$ cat src/rtl/nws_pkg.sv
package nws_pkg;
  localparam int LANE_W  = 8;
  localparam int LANES   = 4;
  localparam int DATA_W  = LANE_W * LANES;
  localparam int BURST_W = 2;
  localparam int NUM_CS  = 3;

  typedef logic [BURST_W-1:0] beat_t;

  // Low address bits of a burst beat: step counts continues since the load.
  function automatic beat_t burst_offset(input beat_t base, input beat_t step,
                                         input logic ilv);
    beat_t r;
    if (ilv) r = base ^ step;
    else     r = base + step;
    return r;
  endfunction

  // A load selects the device only when every chip select is asserted.
  function automatic logic cs_all(input logic [NUM_CS-1:0] cs);
    return &cs;
  endfunction
endpackage

$ cat src/rtl/nws_cmd.sv
module nws_cmd
  import nws_pkg::*;
#(
  parameter int ADDR_W = 6
) (
  input  logic              clk,
  input  logic              rst_n,
  input  logic              clk_en_n,
  input  logic [NUM_CS-1:0] chip_sel,
  input  logic              burst_cont,
  input  logic              wr_n,
  input  logic [LANES-1:0]  lane_wr_n,
  input  logic              ilv_mode,
  input  logic [ADDR_W-1:0] addr,
  output logic              s1_vld,
  output logic              s1_wr,
  output logic [ADDR_W-1:0] s1_addr,
  output logic [LANES-1:0]  s1_lanes
);
  // burst state
  logic              bst_active;
  logic              bst_wr;
  logic              bst_ilv;
  logic [ADDR_W-1:0] bst_base;
  beat_t             bst_cnt;

  // named events
  logic              load_cmd;
  logic              sel_now;
  beat_t             nx_cnt;
  logic [ADDR_W-1:0] cont_addr;

  logic              d_vld;
  logic              d_wr;
  logic [ADDR_W-1:0] d_addr;
  logic [LANES-1:0]  d_lanes;

  assign load_cmd = !burst_cont;
  assign sel_now  = cs_all(chip_sel);

  always_comb begin
    nx_cnt    = bst_cnt + 1'b1;
    cont_addr = {bst_base[ADDR_W-1:BURST_W],
                 burst_offset(bst_base[BURST_W-1:0], nx_cnt, bst_ilv)};
    if (load_cmd) begin
      d_vld  = sel_now;
      d_wr   = !wr_n;
      d_addr = addr;
    end else begin
      d_vld  = bst_active;
      d_wr   = bst_wr;
      d_addr = cont_addr;
    end
    d_lanes = (d_vld && d_wr) ? ~lane_wr_n : '0;
  end

  always_ff @(posedge clk or negedge rst_n) begin
    if (!rst_n) begin
      s1_vld     <= 1'b0;
      s1_wr      <= 1'b0;
      s1_addr    <= '0;
      s1_lanes   <= '0;
      bst_active <= 1'b0;
      bst_wr     <= 1'b0;
      bst_ilv    <= 1'b0;
      bst_base   <= '0;
      bst_cnt    <= '0;
    end else if (!clk_en_n) begin
      s1_vld   <= d_vld;
      s1_wr    <= d_wr;
      s1_addr  <= d_addr;
      s1_lanes <= d_lanes;
      if (load_cmd) begin
        bst_active <= sel_now;
        bst_wr     <= !wr_n;
        bst_ilv    <= ilv_mode;
        bst_base   <= addr;
        bst_cnt    <= '0;
      end else begin
        bst_cnt <= nx_cnt;
      end
    end
  end


  stall_hold_chk: assert property (@(posedge clk) disable iff (!rst_n)
    clk_en_n |=> ($stable(s1_vld) && $stable(bst_active) && $stable(bst_cnt)));


  desel_load_chk: assert property (@(posedge clk) disable iff (!rst_n)
    (!clk_en_n && !burst_cont && (chip_sel != {NUM_CS{1'b1}})) |=> !s1_vld);


  desel_burst_chk: assert property (@(posedge clk) disable iff (!rst_n)
    (!clk_en_n && burst_cont && !bst_active) |=> (!s1_vld && !bst_active));


  beat_step_chk: assert property (@(posedge clk) disable iff (!rst_n)
    (!clk_en_n && burst_cont) |=> (bst_cnt == beat_t'($past(bst_cnt) + 1'b1)));


  beat_page_chk: assert property (@(posedge clk) disable iff (!rst_n)
    (!clk_en_n && burst_cont && bst_active) |=>
      (s1_addr[ADDR_W-1:BURST_W] == bst_base[ADDR_W-1:BURST_W]));
endmodule

$ cat src/rtl/nws_stage.sv
module nws_stage
  import nws_pkg::*;
#(
  parameter int ADDR_W = 6
) (
  input  logic              clk,
  input  logic              rst_n,
  input  logic              clk_en_n,
  input  logic              in_vld,
  input  logic              in_wr,
  input  logic [ADDR_W-1:0] in_addr,
  input  logic [LANES-1:0]  in_lanes,
  output logic              out_vld,
  output logic              out_wr,
  output logic [ADDR_W-1:0] out_addr,
  output logic [LANES-1:0]  out_lanes
);
  always_ff @(posedge clk or negedge rst_n) begin
    if (!rst_n) begin
      out_vld   <= 1'b0;
      out_wr    <= 1'b0;
      out_addr  <= '0;
      out_lanes <= '0;
    end else if (!clk_en_n) begin
      out_vld   <= in_vld;
      out_wr    <= in_wr;
      out_addr  <= in_addr;
      out_lanes <= in_lanes;
    end
  end


  stage_hold_chk: assert property (@(posedge clk) disable iff (!rst_n)
    clk_en_n |=> ($stable(out_vld) && $stable(out_wr)));
endmodule

$ cat src/rtl/nws_array.sv
module nws_array
  import nws_pkg::*;
#(
  parameter int ADDR_W = 6
) (
  input  logic              clk,
  input  logic              rst_n,
  input  logic              clk_en_n,
  input  logic              op_vld,
  input  logic              op_wr,
  input  logic [ADDR_W-1:0] op_addr,
  input  logic [LANES-1:0]  op_lanes,
  input  logic [DATA_W-1:0] wdata,
  output logic [DATA_W-1:0] rd_word,
  output logic              rd_vld
);
  localparam int DEPTH = 1 << ADDR_W;

  logic              wr_fire;
  logic              rd_fire;
  logic [DATA_W-1:0] cur_word;

  assign wr_fire = !clk_en_n && op_vld && op_wr;
  assign rd_fire = !clk_en_n && op_vld && !op_wr;

  for (genvar g = 0; g < LANES; g++) begin : g_lane
    logic [LANE_W-1:0] mem [DEPTH];
    always_ff @(posedge clk) begin
      if (wr_fire && op_lanes[g]) mem[op_addr] <= wdata[g*LANE_W +: LANE_W];
    end
    assign cur_word[g*LANE_W +: LANE_W] = mem[op_addr];
  end

  always_ff @(posedge clk or negedge rst_n) begin
    if (!rst_n) rd_vld <= 1'b0;
    else if (!clk_en_n) rd_vld <= op_vld && !op_wr;
  end

  always_ff @(posedge clk) begin
    if (rd_fire) rd_word <= cur_word;
  end


  read_slot_chk: assert property (@(posedge clk) disable iff (!rst_n)
    (!clk_en_n && op_vld && !op_wr) |=> rd_vld);


  write_slot_chk: assert property (@(posedge clk) disable iff (!rst_n)
    (!clk_en_n && op_vld && op_wr) |=> !rd_vld);


  read_hold_chk: assert property (@(posedge clk) disable iff (!rst_n)
    (clk_en_n && rd_vld) |=> (rd_vld && $stable(rd_word)));
endmodule

$ cat src/rtl/pipe_sram.sv
module pipe_sram
  import nws_pkg::*;
#(
  parameter int ADDR_W = 6
) (
  input  logic              clk,
  input  logic              rst_n,
  input  logic              clk_en_n,
  input  logic [2:0]        chip_sel,
  input  logic              burst_cont,
  input  logic              wr_n,
  input  logic [3:0]        lane_wr_n,
  input  logic              ilv_mode,
  input  logic [ADDR_W-1:0] addr,
  input  logic [31:0]       wdata,
  input  logic              out_en_n,
  output logic [31:0]       rdata,
  output logic              rdata_vld
);
  logic              s1_vld, s1_wr;
  logic [ADDR_W-1:0] s1_addr;
  logic [LANES-1:0]  s1_lanes;
  logic              s2_vld, s2_wr;
  logic [ADDR_W-1:0] s2_addr;
  logic [LANES-1:0]  s2_lanes;
  logic [DATA_W-1:0] rd_word;
  logic              rd_vld;

  nws_cmd #(.ADDR_W(ADDR_W)) u_cmd (
    .clk(clk), .rst_n(rst_n), .clk_en_n(clk_en_n), .chip_sel(chip_sel),
    .burst_cont(burst_cont), .wr_n(wr_n), .lane_wr_n(lane_wr_n),
    .ilv_mode(ilv_mode), .addr(addr),
    .s1_vld(s1_vld), .s1_wr(s1_wr), .s1_addr(s1_addr), .s1_lanes(s1_lanes)
  );

  nws_stage #(.ADDR_W(ADDR_W)) u_stage (
    .clk(clk), .rst_n(rst_n), .clk_en_n(clk_en_n),
    .in_vld(s1_vld), .in_wr(s1_wr), .in_addr(s1_addr), .in_lanes(s1_lanes),
    .out_vld(s2_vld), .out_wr(s2_wr), .out_addr(s2_addr), .out_lanes(s2_lanes)
  );

  nws_array #(.ADDR_W(ADDR_W)) u_array (
    .clk(clk), .rst_n(rst_n), .clk_en_n(clk_en_n),
    .op_vld(s2_vld), .op_wr(s2_wr), .op_addr(s2_addr), .op_lanes(s2_lanes),
    .wdata(wdata), .rd_word(rd_word), .rd_vld(rd_vld)
  );

  assign rdata_vld = rd_vld && !out_en_n;
  assign rdata     = rdata_vld ? rd_word : '0;


  reset_idle_chk: assert property (@(posedge clk)
    !rst_n |-> !rdata_vld);
endmodule

$ cat config.mk
export PLATFORM = sky130hd
export DESIGN_NAME = pipe_sram
export DESIGN_NICKNAME = d
export VERILOG_FILES = /design/src/rtl/nws_pkg.sv /design/src/rtl/nws_cmd.sv /design/src/rtl/nws_stage.sv /design/src/rtl/nws_array.sv /design/src/rtl/pipe_sram.sv
export SDC_FILE = /design/constraint.sdc
export NUM_CORES = 2
export LEC_CHECK = 0
export ABC_CLOCK_PERIOD_IN_PS = 7400
export BUFFER_PORTS_ARGS = -buffer_cell sky130_fd_sc_hd__buf_2
export CORE_ASPECT_RATIO = 0.8
export CORE_UTILIZATION = 30
export CTS_CLUSTER_DIAMETER = 30
export CTS_CLUSTER_SIZE = 20
export DETAILED_ROUTE_END_ITERATION = 7
export PLACE_DENSITY = 0.4
export SYNTH_ARGS = -nofsm -noshare
export SYNTH_HDL_FRONTEND = slang
export SYNTH_SLANG_ARGS = --single-unit
$ cat constraint.sdc
create_clock -name clk -period 7.4 [get_ports clk]
set_clock_uncertainty 0.1 [all_clocks]
set_input_delay 0 -clock clk [delete_from_list [all_inputs] [get_ports clk]]
set_output_delay 0 -clock clk [all_outputs]
set_load 0.03 [all_outputs]
Word level (Yosys, flattened, before mapping)
Memories as Yosys holds them, arrays and structs flattened. A register that Yosys moved wholly into a read port is not among the register bits.
Index checks and enable logic that the tools add are counted.
- mux-type cells: 15
- multipliers: 0
- bitwise operators: 4
- shift-type cells: 0
- div/mod/pow operators: 0
- equality and inequality tests: 0
- reductions and logical operators: 16
- $add $sub $neg: 2
- magnitude comparators: 0
- operators by type and width (cell ; count):
    two-way mux 32 bit ; 1
    logical AND 1 bit ; 10
    two-way mux 1 bit ; 10
    two-way mux 6 bit ; 1
    logical NOT 1 bit ; 4
    two-way mux 2 bit ; 2
    two-way mux 4 bit ; 1
    inverter 4 bit ; 1
    AND reduction 3 bit ; 1
    adder 2 x 1 -> 2 bit (second input constant) ; 1
    adder 2 bit ; 1
    inverter 1 bit ; 2
    AND reduction 2 bit ; 1
    bitwise XOR 2 bit ; 1
- memories kept: 4
- flip-flop bits (word level): 34
- RAM bits: 2048
- bits in read-only memories: 0
- word-level logic and storage cells: 53
- bits in latches: 0
- bits of input ports: 52
- memory list (memory ; depth ; bits a word ; rd ports ; clocked after Yosys merged registers in ; wr ports ; RTL line ; RTL):
    u_array.g_lane[0].mem ; 64 ; 8 ; 1 ; 1 ; 1 ; nws_array.sv:27 ; logic [LANE_W-1:0] mem [DEPTH];
    u_array.g_lane[1].mem ; 64 ; 8 ; 1 ; 1 ; 1 ; nws_array.sv:27 ;
    u_array.g_lane[2].mem ; 64 ; 8 ; 1 ; 1 ; 1 ; nws_array.sv:27 ;
    u_array.g_lane[3].mem ; 64 ; 8 ; 1 ; 1 ; 1 ; nws_array.sv:27 ;

Longest topological paths before layout
- word-level depth: 6
- mapped depth: 12

Modules after synthesis
From an unflattened synthesis, not the netlist that was laid out.
- cells, all modules: 4740
- area total of the unflattened synthesis: 81284.2 um^2
- by module, submodules not included (module ; cells each ; seq. area each (um^2) ; instances ; area an instance (um^2)):
    nws_array ; 4585 ; 62484.9 ; 1 ; 79515.0
    nws_cmd ; 91 ; 525.5 ; 1 ; 945.9
    nws_stage ; 25 ; 300.3 ; 1 ; 484.2
    pipe_sram ; 39 ; 0.0 ; 1 ; 339.1

Worst setup path before layout
OpenSTA, ideal clock, no wires.
- path type: register to register
- start: register u_stage.out_wr
- end: register u_array.rd_word[0], read port of u_array.g_lane[0].mem, enable pin
- cell stages (with the launch flop): 2
- library setup time: 0.471 ns
- slack: 4.005 ns
- path buffers: 0
- arrival: 2.825 ns
- data required time: 6.829 ns
- path through: dfrtp_1 nor3b_1
- cells in the longest elaborated chain, start to end: 2
- RTL lines (item ; RTL line ; RTL):
    from (decl) ; nws_stage.sv:14 ; output logic out_wr,
    from (signal assigned) ; nws_stage.sv:26 ; out_wr <= in_wr;
    logical NOT 1 bit ; nws_array.sv:24 ; assign rd_fire = !clk_en_n && op_vld && !op_wr;
    logical AND 1 bit ; nws_array.sv:24 ;
    net u_array.rd_fire ; nws_array.sv:20 ; logic rd_fire;
    to (decl) ; nws_array.sv:14 ; output logic [DATA_W-1:0] rd_word,
The timed path passes the listed nets, and every way through them passes these cells.
A chain may end at the register's enable or synchronous reset.

==> results.toml <==
[critical_path]
r2r-end = "u_array.rd_word[7]$_DFFE_PP_"
cpPeakStageDelay_ps = 1080
r2r.worst_path.cells = 7
cp_max_fo = 56
startpoint_type = "flip-flop"
reg2reg_slack_ps = 2110
worstPathArrival_ps = 5960
path_class = "reg2reg"
reg2reg_from = "u_stage.out_addr[0]$_DFFE_PN0N_"
critical_path.slowest_cell = "dfrtp_4"
crit_chain = "nor2b_4, buf_4, a221oi_1, nor2_1, nor4_1, nor4b_1, or3_1"
cp-end-kind = "flip-flop"
crit_required_ps = 8070

[synthesis]
synth_mux_area_frac = 0.0422
synthAdderAreaFrac = 0.000153
synth_top_family_by_area = "compound AO/OA/AOI/OAI gates"
synth_commonest_cells = "edfxtp_1 (2080), nor2_1 (445), a221oi_1 (370)"
synth.most_common_cell = "edfxtp_1"
synth_area_leader_cell = "edfxtp_1"
synth_top_area_share = 0.765
synth_xor_area_frac = 0.000322
synth_edf_count = 2080
syn_nets = 4890
ys.flop_type = "edfxtp_1"
seq_area_frac_synth = 0.776
yosysUniqueCellTypes = 72
synth_compound_area_frac = 0.114
synth-seq-cells = 2114
netlist_top_cells_area = "edfxtp_1 (77%), a221oi_1 (4.0%), a22oi_1 (2.8%), nor2_1 (2.0%), mux2i_1 (1.6%)"
avgSynthCellArea_um2 = 16.9
async_flop_share = 0.0161
yosys.area_share.simple = 0.0433
syn_area_um2 = 81600
yosysWarnings = 0
netlist_instances = 4837

[drt]
drtAntennaViolNets = 0
dr_total_vias = 50119
via_per_inst = 5.45
drt_first_pass_iters = 6
drtIter0Drc = 6011
wl_um = 315000
drc = 0
drt-wirelength-per-cell_um = 34.3

[global_routing]
grt_use_met1 = 0.334
grt_pass1_wl_um = 427000
overflow = 0
grt-busiest-layer = "met1"
grt_use_met2 = 0.327
first_global_vias = 48969
grt_usage = 0.226
grt_max_degree = 120
globalRouteMet3Util = 0.0557
antenna_found_initial = 21

[floorplanning]
die_y_um = 469
pin_count = 85
fp.dieW_um = 585
dieArea_um2 = 274000
num_rows = 170
initial_core_util = 0.303
floorplan.core_area_um2 = 269000

[placed_design]
post-place-ws_ps = 2200
gp_congestion = 0.822
dp_hpwl_um = 188000
io_buffer_count = 84

[clock_tree]
cts_buffers = 445
insertion_delay_ps = 910
hold_buffers = 80
cts_tree = "built"
h-tree-depth = 5
clock_sinks = 2114
clk_path_buf_depth = 4
clk_pin_slew_ps = 50
cts.repair.resized = 0
root_buffer = "clkbuf_16"
cts_setup_buffers = 0

[layout]
area_growth_pct = 25.1
nets = 5253
multiInputGateArea_um2 = 16500
seq_area_um2 = 63300
drive_gt1_frac = 0.200
num-fill-cells = 25023

[power_and_ir_drop]
power.density_nw_per_um2 = 378
p_leak_nw = 32.6
vdd_drop_max_mv = 0.203
total_power_w = 0.0386

[sta]
hold_viol = 0
fin_tns_setup_ps = 0
relSlewSlack = 0.125
setup_ws_ps = 2110
rsz0062_at_grt = "false"
drv_slew = 0
setup_viol = 0
clock.fmax_mhz = 189
tightest_slew_ps = 1310
layout_min_cycle_time_ps = 5290
timing.final.crit_share = 0.715

[hold_path]
hold_class = "in2reg"
hold_end = "u_cmd.bst_cnt[1]$_DFFE_PN0N_"
min_path_cells = 3
holdCritStartpoint = "burst_cont"

[run]
maxCapViolations = 0

[outcome]
status = "finished clean"
registers in the layout, indices dropped and copies added (netlist names), 2 cells and up:
register and count:
u_array.g_lane.mem 2048, u_array.rd_word 32, u_cmd.bst_base 6, u_cmd.bst_cnt 2, u_cmd.s1_addr 6, u_cmd.s1_lanes 4
u_stage.out_addr 6, u_stage.out_lanes 4
final cells by class:
cell class | instances | area share
well taps | 3612 | 0.0443
multi-input cells | 2339 | 0.162
repair buffers | 295 | 0.0236
flip-flops and latches | 2114 | 0.620
clock buffers | 504 | 0.113
inverters | 5 | 0.000282
diodes | 6 | 0.000147
clock inverters | 325 | 0.0365
worst max path at each step:
stage	startpoint	endpoint	slack [ps]
after floorplan	u_stage.out_wr$_DFFE_PN0N_	u_array.rd_word[0]$_DFFE_PP_	4000
final	u_stage.out_addr[0]$_DFFE_PN0N_	u_array.rd_word[7]$_DFFE_PP_	2110
after detailed placement	u_stage.out_addr[0]$_DFFE_PN0N_	u_array.rd_word[7]$_DFFE_PP_	2200
after global routing	u_stage.out_addr[0]$_DFFE_PN0N_	u_array.rd_word[7]$_DFFE_PP_	1840
after global placement	u_stage.out_addr[0]$_DFFE_PN0N_	u_array.rd_word[7]$_DFFE_PP_	2090
after CTS	u_stage.out_addr[0]$_DFFE_PN0N_	u_array.rd_word[7]$_DFFE_PP_	2190
kinds of logic (layout without fill, tap and decap cells):
logic type,count (synthesis),count (layout)
AOI/OAI and AO/OA,1247,1247
xor gates and xnor gates,3,3
adders and majority gates,1,1
buffers and inverters,384,1129
DFF,2114,2114
muxes,276,276
other,0,6
and+or+nand+nor,812,812
cells in the final DEF (no fill, tap or decap), types with 11 or more instances in the layout:
cell              n
a31oi_1          17
a211oi_1         14
buf_2            78
a21oi_1         101
a221o_1          25
nand4_1          16
clkinvlp_4       47
nor3_1           50
o22a_1           19
clkinv_4         14
a22oi_1         306
and2_1           35
dfrtp_1          31
or4_1            11
mux2i_1         131
mux2_1           11
dlygate4sd3_1    79
o22ai_1         105
o221ai_1         21
o32ai_1          14
edfxtp_1       2080
bufinv_16        73
o21ai_0         140
o21ai_1          19
inv_6            21
clkbuf_1         49
buf_12           12
nand3_1          32
or3_1            17
clkinv_2         86
clkbuf_16       452
clkinv_1         80
nor2_1          434
a221oi_1        370
a22o_1           43
buf_4           121
mux4_2           43
mux2_2           87
nand2_1         151
metal layers:
layer / part of all wire / up-vias
li1: - / 20748
met1: 0.46 / 26668
met2: 0.43 / 2259
met3: 0.082 / 440
met4: 0.026 / 4
met5: 0.000076 / -
critical path: cells and delay by family (launching register included):
kind,cells,cell delay (ps)
AND/OR/NAND/NOR,5,2880
AO/OA/AOI/OAI,1,160
flip-flops,1,1080
buffers and inverters,1,680
where the power goes:
part,switching [W],internal (W)
clock network,0.00656,0.0136
registers,0.000110,0.0133
logic,0.00362,0.00138
total,0.0103,0.0283
stage by stage:
| step | utilization | cells | hold slack [ps] | cell area [um2] |
|---|---|---|---|---|
| 2_1_floorplan | - | 4837 | -396 | 81600 |
| 3_3_place_gp | 0.319 | 8280 | 98.1 | 85900 |
| 3_5_place_dp | 0.319 | 8283 | 77.7 | 86000 |
| 4_1_cts | 0.379 | 9192 | 8.43 | 102000 |
| 5_1_grt | 0.379 | 9194 | 57.5 | 102000 |
| 6_report | 0.379 | 9200 | 75.5 | 102000 |
Note: power is estimated with default switching activity, not from simulation.
